`config.mk`:
```
export PLATFORM = sky130hd
export DESIGN_NAME = scan_session_seq
export DESIGN_NICKNAME = d
export VERILOG_FILES = /design/src/rtl/scan_sess_pkg.sv /design/src/rtl/sat_cycle_cnt.sv /design/src/rtl/scan_core_seq.sv /design/src/rtl/scan_lock_seq.sv /design/src/rtl/scan_session_seq.sv
export SDC_FILE = /design/constraint.sdc
export NUM_CORES = 1
export LEC_CHECK = 0
export ABC_AREA = 1
export BUFFER_PORTS_ARGS = -buffer_cell sky130_fd_sc_hd__buf_2
export CAP_MARGIN = 20
export CORE_UTILIZATION = 45
export CTS_CLUSTER_SIZE = 12
export DETAILED_ROUTE_END_ITERATION = 7
export RECOVER_POWER = 100
export SYNTH_ARGS = -nofsm -noshare
export SYNTH_HDL_FRONTEND = slang
export SYNTH_HIERARCHICAL = 1
export SYNTH_SLANG_ARGS = --single-unit
```
`constraint.sdc`:
```
create_clock -name clk -period 7 [get_ports clk]
set_input_delay 0 -clock clk [delete_from_list [all_inputs] [get_ports clk]]
set_output_delay 0 -clock clk [all_outputs]
set_load 0.02 [all_outputs]
```
`src/rtl/scan_sess_pkg.sv`:
```
package scan_sess_pkg;
  localparam int unsigned OVH_CYC = 5;
  localparam int unsigned CAPT_AT = 3;

  typedef enum logic [1:0] {SS_IDLE, SS_ARM, SS_RUN, SS_DONE} sess_st_e;
  typedef enum logic [1:0] {CE_IDLE, CE_SHIFT, CE_APPLY} core_st_e;
  typedef enum logic [2:0] {LK_IDLE, LK_SHIFT, LK_APPLY, LK_FLUSH, LK_SOLO} lock_st_e;
endpackage

```
`src/rtl/sat_cycle_cnt.sv`:
```
module sat_cycle_cnt #(
  parameter int W = 24
) (
  input  logic         clk,
  input  logic         rst_n,
  input  logic         clr,
  input  logic         inc,
  output logic [W-1:0] q
);
  always_ff @(posedge clk or negedge rst_n) begin
    if (!rst_n)                q <= '0;
    else if (clr)              q <= '0;
    else if (inc && q != '1)   q <= q + W'(1);
  end

  // never goes backwards without a clear
  assert_no_wrap_R9: assert property (@(posedge clk) disable iff (!rst_n)
    !clr |=> (q >= $past(q)));
  // the top value is held
  assert_hold_max_R9: assert property (@(posedge clk) disable iff (!rst_n)
    (q == '1 && !clr) |=> (q == '1));
endmodule

```
`src/rtl/scan_core_seq.sv`:
```
module scan_core_seq
  import scan_sess_pkg::*;
#(
  parameter int LEN_W = 8,
  parameter int PAT_W = 8
) (
  input  logic             clk,
  input  logic             rst_n,
  input  logic             go,
  input  logic             act,
  input  logic [LEN_W-1:0] len,
  input  logic [PAT_W-1:0] pat,
  output logic             scan_en,
  output logic             shift_stb,
  output logic             capt_stb,
  output logic             working
);
  localparam int CW = (LEN_W > 3) ? LEN_W : 3;

  core_st_e         st;
  logic [CW-1:0]    cnt;
  logic [PAT_W-1:0] rem;

  always_ff @(posedge clk or negedge rst_n) begin
    if (!rst_n) begin
      st  <= CE_IDLE;
      cnt <= '0;
      rem <= '0;
    end else if (go) begin
      st  <= act ? CE_SHIFT : CE_IDLE;
      cnt <= CW'(len);
      rem <= pat;
    end else begin
      case (st)
        CE_SHIFT:
          if (cnt == CW'(1)) begin
            if (rem == '0) st <= CE_IDLE;
            else begin
              st  <= CE_APPLY;
              cnt <= CW'(OVH_CYC);
            end
          end else cnt <= cnt - CW'(1);
        CE_APPLY:
          if (cnt == CW'(1)) begin
            rem <= rem - PAT_W'(1);
            st  <= CE_SHIFT;
            cnt <= CW'(len);
          end else cnt <= cnt - CW'(1);
        default: ;
      endcase
    end
  end

  assign scan_en   = (st == CE_SHIFT);
  assign shift_stb = (st == CE_SHIFT);
  assign capt_stb  = (st == CE_APPLY) && (cnt == CW'(CAPT_AT));
  assign working   = (st != CE_IDLE);

  // capture falls inside the apply window, never on its last cycle
  assert_capt_mid_apply_R3: assert property (@(posedge clk) disable iff (!rst_n)
    capt_stb |=> (!scan_en && !capt_stb));
  // an apply is always followed by a shift
  assert_apply_then_shift_R3: assert property (@(posedge clk) disable iff (!rst_n)
    (st == CE_APPLY && cnt == CW'(1) && !go) |=> scan_en);
endmodule

```
`src/rtl/scan_lock_seq.sv`:
```
module scan_lock_seq
  import scan_sess_pkg::*;
#(
  parameter int NC    = 3,
  parameter int LEN_W = 8,
  parameter int PAT_W = 8
) (
  input  logic                clk,
  input  logic                rst_n,
  input  logic                go,
  input  logic [NC-1:0]       act,
  input  logic [NC*LEN_W-1:0] lens,
  input  logic [NC*PAT_W-1:0] pats,
  output logic [NC-1:0]       scan_en,
  output logic [NC-1:0]       shift_stb,
  output logic [NC-1:0]       capt_stb,
  output logic                working
);
  localparam int CW = (LEN_W > 3) ? LEN_W : 3;

  lock_st_e         st, ev_st;
  logic [CW-1:0]    cnt;
  logic [PAT_W-1:0] rem [NC];
  logic [LEN_W-1:0] len_a [NC];
  logic [NC-1:0]    fmask, joined, lastv, emask;
  logic [LEN_W-1:0] ev_len, lv_len;

  always_comb begin
    ev_len = '0;
    lv_len = '0;
    for (int i = 0; i < NC; i++) begin
      len_a[i]  = lens[i*LEN_W +: LEN_W];
      joined[i] = (rem[i] != '0);
      lastv[i]  = (rem[i] == PAT_W'(1));
    end
    emask = go ? act : joined;
    for (int i = 0; i < NC; i++) begin
      if (emask[i] && len_a[i] > ev_len) ev_len = len_a[i];
      if (lastv[i] && len_a[i] > lv_len) lv_len = len_a[i];
    end
    if (emask == '0)          ev_st = LK_IDLE;
    else if ($onehot(emask))  ev_st = LK_SOLO;
    else                      ev_st = LK_SHIFT;
  end

  always_ff @(posedge clk or negedge rst_n) begin
    if (!rst_n) begin
      st    <= LK_IDLE;
      cnt   <= '0;
      fmask <= '0;
      for (int i = 0; i < NC; i++) rem[i] <= '0;
    end else if (go) begin
      st    <= ev_st;
      cnt   <= CW'(ev_len);
      fmask <= '0;
      for (int i = 0; i < NC; i++) rem[i] <= act[i] ? pats[i*PAT_W +: PAT_W] : '0;
    end else if (st != LK_IDLE) begin
      if (cnt != CW'(1)) cnt <= cnt - CW'(1);
      else begin
        case (st)
          LK_SHIFT: begin
            st  <= LK_APPLY;
            cnt <= CW'(OVH_CYC);
          end
          LK_APPLY: begin
            for (int i = 0; i < NC; i++)
              if (joined[i]) rem[i] <= rem[i] - PAT_W'(1);
            if (|lastv) begin
              st    <= LK_FLUSH;
              fmask <= lastv;
              cnt   <= CW'(lv_len);
            end else begin
              st  <= ev_st;
              cnt <= CW'(ev_len);
            end
          end
          LK_FLUSH: begin
            st    <= ev_st;
            cnt   <= CW'(ev_len);
            fmask <= '0;
          end
          default: begin
            for (int i = 0; i < NC; i++)
              if (joined[i]) rem[i] <= rem[i] - PAT_W'(1);
            if (|lastv) st <= LK_IDLE;
            else        cnt <= CW'(ev_len);
          end
        endcase
      end
    end
  end

  always_comb begin
    for (int i = 0; i < NC; i++) begin
      scan_en[i]   = ((st == LK_SHIFT || st == LK_SOLO) && joined[i]) ||
                     (st == LK_FLUSH && fmask[i]);
      shift_stb[i] = scan_en[i] && (cnt <= CW'(len_a[i]));
      capt_stb[i]  = (st == LK_APPLY) && (cnt == CW'(CAPT_AT)) && joined[i];
    end
  end
  assign working = (st != LK_IDLE);

  // a shared shift window always leads into the apply window
  assert_shift_to_apply_R5: assert property (@(posedge clk) disable iff (!rst_n)
    (st == LK_SHIFT && cnt == CW'(1) && !go) |=> (st == LK_APPLY));
  // a core that spends its last vector is unloaded next
  assert_unload_last_R5: assert property (@(posedge clk) disable iff (!rst_n)
    (st == LK_APPLY && cnt == CW'(1) && (|lastv) && !go) |=> (|scan_en));
endmodule

```
`src/rtl/scan_session_seq.sv`:
```
module scan_session_seq
  import scan_sess_pkg::*;
#(
  parameter int NC    = 3,
  parameter int LEN_W = 8,
  parameter int PAT_W = 8,
  parameter int CNT_W = 24
) (
  input  logic                clk,
  input  logic                rst_n,
  input  logic                start,
  input  logic                lockstep,
  input  logic [NC-1:0]       sess_sel,
  input  logic [NC*LEN_W-1:0] cfg_len,
  input  logic [NC*PAT_W-1:0] cfg_pat,
  output logic [NC-1:0]       scan_en,
  output logic [NC-1:0]       shift_stb,
  output logic [NC-1:0]       capt_stb,
  output logic                busy,
  output logic                done,
  output logic [CNT_W-1:0]    cycles
);
  sess_st_e            st;
  logic                mode_q;
  logic [NC-1:0]       act_eff, act_q;
  logic [NC*LEN_W-1:0] len_q;
  logic [NC*PAT_W-1:0] pat_q;
  logic                go, working, lk_work;
  logic [NC-1:0]       ind_se, ind_ss, ind_cs, ind_wk;
  logic [NC-1:0]       lk_se, lk_ss, lk_cs;

  always_comb
    for (int i = 0; i < NC; i++)
      act_eff[i] = sess_sel[i] && (cfg_len[i*LEN_W +: LEN_W] != '0) &&
                   (cfg_pat[i*PAT_W +: PAT_W] != '0);

  always_ff @(posedge clk or negedge rst_n) begin
    if (!rst_n) begin
      st     <= SS_IDLE;
      mode_q <= 1'b0;
      act_q  <= '0;
      len_q  <= '0;
      pat_q  <= '0;
    end else begin
      case (st)
        SS_IDLE: if (start) begin
          st     <= SS_ARM;
          mode_q <= lockstep;
          act_q  <= act_eff;
          len_q  <= cfg_len;
          pat_q  <= cfg_pat;
        end
        SS_ARM:  st <= SS_RUN;
        SS_RUN:  if (!working) st <= SS_DONE;
        default: st <= SS_IDLE;
      endcase
    end
  end

  assign go = (st == SS_ARM);

  for (genvar g = 0; g < NC; g++) begin : g_core
    scan_core_seq #(.LEN_W(LEN_W), .PAT_W(PAT_W)) u_core (
      .clk(clk), .rst_n(rst_n), .go(go && !mode_q), .act(act_q[g]),
      .len(len_q[g*LEN_W +: LEN_W]), .pat(pat_q[g*PAT_W +: PAT_W]),
      .scan_en(ind_se[g]), .shift_stb(ind_ss[g]), .capt_stb(ind_cs[g]),
      .working(ind_wk[g]));
  end

  scan_lock_seq #(.NC(NC), .LEN_W(LEN_W), .PAT_W(PAT_W)) u_lock (
    .clk(clk), .rst_n(rst_n), .go(go && mode_q), .act(act_q),
    .lens(len_q), .pats(pat_q), .scan_en(lk_se), .shift_stb(lk_ss),
    .capt_stb(lk_cs), .working(lk_work));

  assign working   = mode_q ? lk_work : (|ind_wk);
  assign scan_en   = mode_q ? lk_se : ind_se;
  assign shift_stb = mode_q ? lk_ss : ind_ss;
  assign capt_stb  = mode_q ? lk_cs : ind_cs;
  assign busy      = (st != SS_IDLE);
  assign done      = (st == SS_DONE);

  sat_cycle_cnt #(.W(CNT_W)) u_cnt (
    .clk(clk), .rst_n(rst_n), .clr(st == SS_IDLE && start),
    .inc(st == SS_RUN && working), .q(cycles));

  // done lasts one cycle and is followed by idle
  assert_done_pulse_R7: assert property (@(posedge clk) disable iff (!rst_n)
    done |=> (!done && !busy));
  // a start while busy leaves the launched settings alone
  assert_start_ignored_R8: assert property (@(posedge clk) disable iff (!rst_n)
    (busy && start) |=> ($stable(act_q) && $stable(len_q) && $stable(pat_q)));
  // a core left out of the session stays quiet
  for (genvar g = 0; g < NC; g++) begin : g_quiet
    assert_inactive_quiet_R2: assert property (@(posedge clk) disable iff (!rst_n)
      (busy && !act_q[g]) |-> (!scan_en[g] && !capt_stb[g]));
  end
endmodule

```
After elaboration in Yosys (flattened, before gate mapping)
Index checks and enable logic that the tools add are counted.
{"block": "op_classes", "mux": 87, "addsub": 13, "n_reduce_logical": 93, "eq_ne": 41, "magnitude_cmp": 8}
{"op": "$mux W8", "n": 38}
{"op": "$mux W24", "n": 6}
{"op": "$sub A8 B1 Y8 const B", "n": 10}
{"op": "$reduce_bool A8 Y1", "n": 9}
{"op": "$eq A8 B1 Y1 const B", "n": 6}
{"op": "$pmux W8 S2", "n": 3}
{"op": "$mux W3", "n": 15}
{"op": "$logic_and A1 B1 Y1", "n": 33}
{"op": "$eq A8 B2 Y1 const B", "n": 4}
{"op": "$gt A8 B8 Y1", "n": 4}
{"op": "$reduce_bool A2 Y1", "n": 15}
{"op": "$mux W2", "n": 14}
{"op": "$add A24 B1 Y24 const B", "n": 1}
{"op": "$le A8 B8 Y1", "n": 3}
{"op": "$logic_not A8 Y1", "n": 3}
{"op": "$ne A24 B24 Y1 const B", "n": 1}
{"op": "$pmux W8 S3", "n": 1}
{"op": "$reduce_and A2 Y1", "n": 9}
{"op": "$reduce_and A4 Y1", "n": 4}
{"op": "$reduce_bool A3 Y1", "n": 5}
{"op": "$pmux W2 S2", "n": 3}
{"op": "$reduce_and A3 Y1", "n": 4}
{"op": "$eq A2 B1 Y1 const B", "n": 5}
{"op": "$eq A2 B2 Y1 const B", "n": 5}
{"op": "26 further kinds", "n": 41}
{"block": "word_totals", "output_inout_bits": 35, "word_cells": 263, "register_bits": 170, "inputBits": 55}

Longest topological paths before layout
{"block": "logic_depth", "depth_word": 16, "depth_mapped": 33, "mapped_depth_nobuf": 32}

Cells and area by module
The synthesis kept the hierarchy.
{"mod": "scan_lock_seq", "cells_each": 704, "area_per_inst_um2": 4590.7, "seq_area_each_um2": 950.9, "instances": 1}
{"mod": "scan_core_seq at g_core[0].u_core ...", "cells_each": 205, "area_per_inst_um2": 1362.6, "seq_area_each_um2": 450.4, "instances": 2}
{"mod": "scan_session_seq", "cells_each": 328, "area_per_inst_um2": 2671.3, "seq_area_each_um2": 1351.3, "instances": 1}
{"mod": "sat_cycle_cnt", "cells_each": 249, "area_per_inst_um2": 1602.8, "seq_area_each_um2": 600.6, "instances": 1}
{"mod": "scan_core_seq at g_core[1].u_core", "cells_each": 214, "area_per_inst_um2": 1353.8, "seq_area_each_um2": 450.4, "instances": 1}

Worst setup path before layout
OpenSTA, ideal clock, no wires.
{"block": "synth_timing", "kind": "flip-flop to flip-flop", "startpoint": "register u_lock/rem[21] (netlist name)", "endpoint": "register u_lock.cnt[3]", "period_less_slack_ns": 3.882, "setup_time_ns": 0.129, "n_path_buf": 1, "setup_slack_ns": 3.118, "required_time_ns": 6.871, "arrival_ns": 3.754, "stages_incl_launch_ff": 31, "cell_sequence": "dfrtp_1 -> inv_1 -> nand2_1 -> nor2_1 -> nand3_1 -> inv_1 -> nand2_1 -> inv_1 -> nand2_1 -> ha_1 -> a21oi_1 -> o21ai_0 -> nand2_1 -> o211ai_1 -> nand3_1 -> clkbuf_1 -> nor2_1 -> a21oi_1 -> inv_1 -> ha_1 -> nand2_1 -> o21ai_0 -> nand2_1 -> o211ai_1 -> nand2_1 -> inv_1 -> o21bai_1 -> o211ai_1 -> nand2_1 -> nand3_1 -> a21oi_1"}
{"block": "synth_between", "elab_chain_cells": 15, "elab_cells_between_ends": 28, "classes_between": "order compare: 4; eq/ne: 2; mux: 13; reduce/logical: 9"}
{"item": "from (decl)", "line": "scan_lock_seq.sv:23", "rtl": "logic [PAT_W-1:0] rem [NC];"}
{"item": "from (signal, indexed assignment)", "line": "scan_lock_seq.sv:67", "rtl": "if (joined[i]) rem[i] <= rem[i] - PAT_W'(1);"}
{"item": "from (signal, indexed assignment)", "line": "scan_lock_seq.sv:84", "rtl": "if (joined[i]) rem[i] <= rem[i] - PAT_W'(1);"}
{"item": "$reduce_bool A8 Y1", "line": "scan_lock_seq.sv:33", "rtl": "joined[i] = (rem[i] != '0);"}
{"item": "$mux W3", "line": "scan_lock_seq.sv:36", "rtl": "emask = go ? act : joined;"}
{"item": "$logic_and A1 B1 Y1", "line": "scan_lock_seq.sv:38", "rtl": "if (emask[i] && len_a[i] > ev_len) ev_len = len_a[i];"}
{"item": "$mux W8", "line": "scan_lock_seq.sv:38"}
{"item": "$gt A8 B8 Y1", "line": "scan_lock_seq.sv:38"}
{"item": "$logic_and A1 B1 Y1", "line": "scan_lock_seq.sv:38"}
{"item": "$mux W8", "line": "scan_lock_seq.sv:38"}
{"item": "$gt A8 B8 Y1", "line": "scan_lock_seq.sv:38"}
{"item": "$logic_and A1 B1 Y1", "line": "scan_lock_seq.sv:38"}
{"item": "$mux W8", "line": "scan_lock_seq.sv:38"}
{"item": "$mux W8 (on tied branches)", "line": "scan_lock_seq.sv:85, scan_lock_seq.sv:68"}
{"item": "$pmux W8 S3", "line": "scan_lock_seq.sv:60", "rtl": "case (st)"}
{"item": "$mux W8", "line": "scan_lock_seq.sv:58", "rtl": "if (cnt != CW'(1)) cnt <= cnt - CW'(1);"}
{"item": "$mux W8", "line": "scan_lock_seq.sv:57", "rtl": "end else if (st != LK_IDLE) begin"}
{"item": "$mux W8", "line": "scan_lock_seq.sv:52", "rtl": "end else if (go) begin"}
{"item": "to (signal assigned)", "line": "scan_lock_seq.sv:54", "rtl": "cnt <= CW'(ev_len);"}
{"item": "to (signal assigned)", "line": "scan_lock_seq.sv:58"}
{"item": "to (signal assigned)", "line": "scan_lock_seq.sv:63", "rtl": "cnt <= CW'(OVH_CYC);"}
{"item": "to (decl)", "line": "scan_lock_seq.sv:22", "rtl": "logic [CW-1:0] cnt;"}
Several ways; a longest one is shown, not always the timed one. The select of a mux whose other input is x is not followed.
A chain may end at the register's enable or synchronous reset.

==> results.md <==
- Status: finished with violations
- Failing checks: capacitance limit, slew limit
- Crit path arrival time: 5.80 ns
- GP Congestion: 0.941
- Max VDD drop: 212 uV
- Setup bufs post-CTS: 0
- Initial Utilization: 46.2%
- LEAKAGE: 7.48 nW
- Most common cell after layout, fill and taps aside: nand2_1
- Syn avg cell area: 6.79 um^2
- Clock Latency Late Sink: 0.44 ns
- Largest net degree at the start of global routing: 97
- DRT Pass-1 Iters: 6
- Highest routed metal layer: met4
- Die H: 172 um
- Tot Pwr: 6.81 mW
- Initial antenna violation count: 0
- Critical path peak fanout: 34
- Crit Path Category: register to register
- Required @ worst endpoint: 7.36 ns
- Residual DRC: 0
- Yosys cell types: 55
- DRT iter0 DRCs: 771
- TritonCTS clock tree: yes
- Syn Nets: 2,045
- PwrDens: 471 mW/mm^2
- Gate count after technology mapping: 1,905
- I/O pin total: 90
- Share of post-route cells with drive strength above 1: 6.81%
- Final setup fails: 0
- EDFF count, synth: 0
- Most frequent CP cell: nand2_1
- Area delta synth->final: 11.8%
- Core ar.: 0.0280 mm^2
- Share of the synthesized area in the top cell type: 32.9%
- Hold WC Path Type: input port to async pin
- Top cells by area, synth: dfrtp_1, nand2_1, ha_1, inv_1, nor2_1
- CP Launch Type: register
- Max-cap violations: 3
- Pre-CTS WS: 2.23 ns
- Synth warn: 6
- Clk_skew: 0.0141 ns
- Fin nets: 2,167
- DIE WIDTH: 172 um
- Clk sinks: 170
- Final hold viol count: 0
- Final Util: 51.7%
- Worst setup EP type: register
- WL met3: 1730 um
- Root Driver: clkbuf_16
- Ys async rst share: 100%
- Number of global-route vias before repair: 11,900
- DR WL/cell: 15.3 um
- Post-DP Area: 0.0136 mm^2
- Vias: 12,500
- Met2 wire len: 17,200 um
- Drt via density: 5.16
- Die ar.: 0.0294 mm^2
- Max incr delay on CP: 0.87 ns
- Main flop type after synthesis: dfrtp_1
- Filler cells: 2,890
- Final ANT Viol Nets: 0
- RSZ-0062 raised after global routing: false
- Achievable Freq: 0.184 GHz
- CTS H-tree depth: 4
- HPWL after DPL: 26,800 um
- Most frequent cells in the layout: nand2_1, inv_1, nor2_1
- Mapped Area: 0.0129 mm^2
- Min Clock Period, post-route: 5.43 ns
- Final WS setup: 1.57 ns
- Met1 WL: 17,300 um
- Diode count: 0
- Num rows: 61
- Register bit count reported by yosys: 170
- Slowest cell on crit path: inv_1
- Slew HR: -181%
- Port buffer count: 89
- WL final: 36,900 um
- Setup_tns: 0 ns
- Final Cycle Share: 77.6%
- Number of max-slew violations in the final report: 182
- Clk slew on worst S/H paths: 0.07 ns
- Max Buffers Root-to-Sink: 2
- Sequential area share after synthesis: 32.9%
- Grt ovf: 0
- Slew @ Worst Pin: 4.21 ns
- GRT Overall Usage: 26.3%
- Final Instance Area: 0.0145 mm^2
- CTS buffer count: 17
- First-pass GRT wire length: 60,400 um
- Largest area contributor in the netlist: dfrtp_1
[cells by family (layout without fill, tap and decap cells)]
family,Yosys count,in the layout,synth area share [%]
compound gates,299,299,14.1
xor+xnor,21,21,1.42
fa+ha+maj,85,85,8.27
buf+inv,331,466,10.8
flops,170,170,32.9
mux,2,2,0.155
simple gates,997,997,32.4
[per-layer routing]
metal	GRT usage [%]	vias to the layer above
met4	7.49	0
met3	3.43	48
li1	-	6299
met1	35.4	5815
met2	44.0	321
met5	0	-
[metrics by stage]
step / cells / hold WS (ns)
2_1_floorplan: 1905 / -0.296
3_3_place_gp: 2331 / 0.164
3_5_place_dp: 2331 / 0.166
4_1_cts: 2417 / 0.261
5_1_grt: 2418 / 0.302
6_report: 2418 / 0.190
[registers in the layout, indices dropped and copies added (netlist names), 6 cells and up]
name and count:
g_core.u_core/st 6, len_q 24, pat_q 24, g_core.u_core/rem 24
u_cnt/q 24, u_lock/cnt 8, g_core.u_core/cnt 24, u_lock/rem 24
[area by class of cell]
type | count | area (um^2) | area share (%)
Timing Repair Buffer | 148 | 967 | 6.68
Sequential cell | 170 | 4250 | 29.4
Clock inverter | 14 | 153 | 1.05
Multi-Input combinational cell | 1404 | 7120 | 49.2
Tap cell | 378 | 473 | 3.27
Clock buffer | 18 | 429 | 2.97
Inverter | 286 | 1070 | 7.43
[worst paths after layout]
path / startpoint / endpoint / slack, ns / cells after the start
worst max-delay path: st[1] / u_lock/cnt[1] / 1.57 / 28
worst min-delay path: rst_n / g_core[1].u_core/rem[4] / 0.19 / 2
worst max register to register: st[1] / u_lock/cnt[1] / 1.57 / 28
worst min register to register: g_core[0].u_core/rem[5] / g_core[0].u_core/rem[5] / 0.48 / 2
max in group asynchronous: rst_n / g_core[2].u_core/cnt[5] / 2.32 / 3
min in group clk: lockstep / mode_q / 0.33 / 4
[where the power goes]
part	total (mW)	internal, mW	switching (mW)
logic	3.93	1.34	2.59
clock network	0.975	0.507	0.468
registers	1.91	1.37	0.542
total	6.81	3.22	3.60
[cells in the mapped netlist, types with 4 or more instances]
| cell type | count |
|---|---|
| inv_1 | 269 |
| inv_2 | 11 |
| a21oi_1 | 68 |
| nor3_1 | 9 |
| xor2_1 | 18 |
| nand2_2 | 14 |
| dfrtp_1 | 170 |
| nor2_2 | 7 |
| nor2_4 | 9 |
| buf_4 | 7 |
| a31oi_1 | 15 |
| nor2_1 | 203 |
| o21ai_1 | 28 |
| buf_2 | 14 |
| nand3_1 | 114 |
| buf_6 | 11 |
| clkbuf_1 | 11 |
| o21ai_0 | 105 |
| o211ai_1 | 9 |
| nand2_1 | 597 |
| o22ai_1 | 6 |
| clkinv_1 | 5 |
| ha_1 | 84 |
| a22oi_1 | 4 |
| nand4_1 | 25 |
| o21ai_2 | 33 |
| o211ai_2 | 5 |
| o21bai_1 | 6 |
[critical path: cells and delay by family, from the launching register on]
| kind | cells | cell delay (ns) |
|---|---|---|
| DFF | 1 | 0.39 |
| buffers and inverters | 5 | 1.36 |
| AOI/OAI and AO/OA | 3 | 0.37 |
| and+or+nand+nor | 17 | 2.40 |
| adders and majority gates | 3 | 0.84 |
[what timing repair did]
action	CTS	global route
endpoints found under the hold margin	149	0
hold buffers	54	0
resized for setup	0	0
Note: power is estimated with default switching activity, not from simulation.
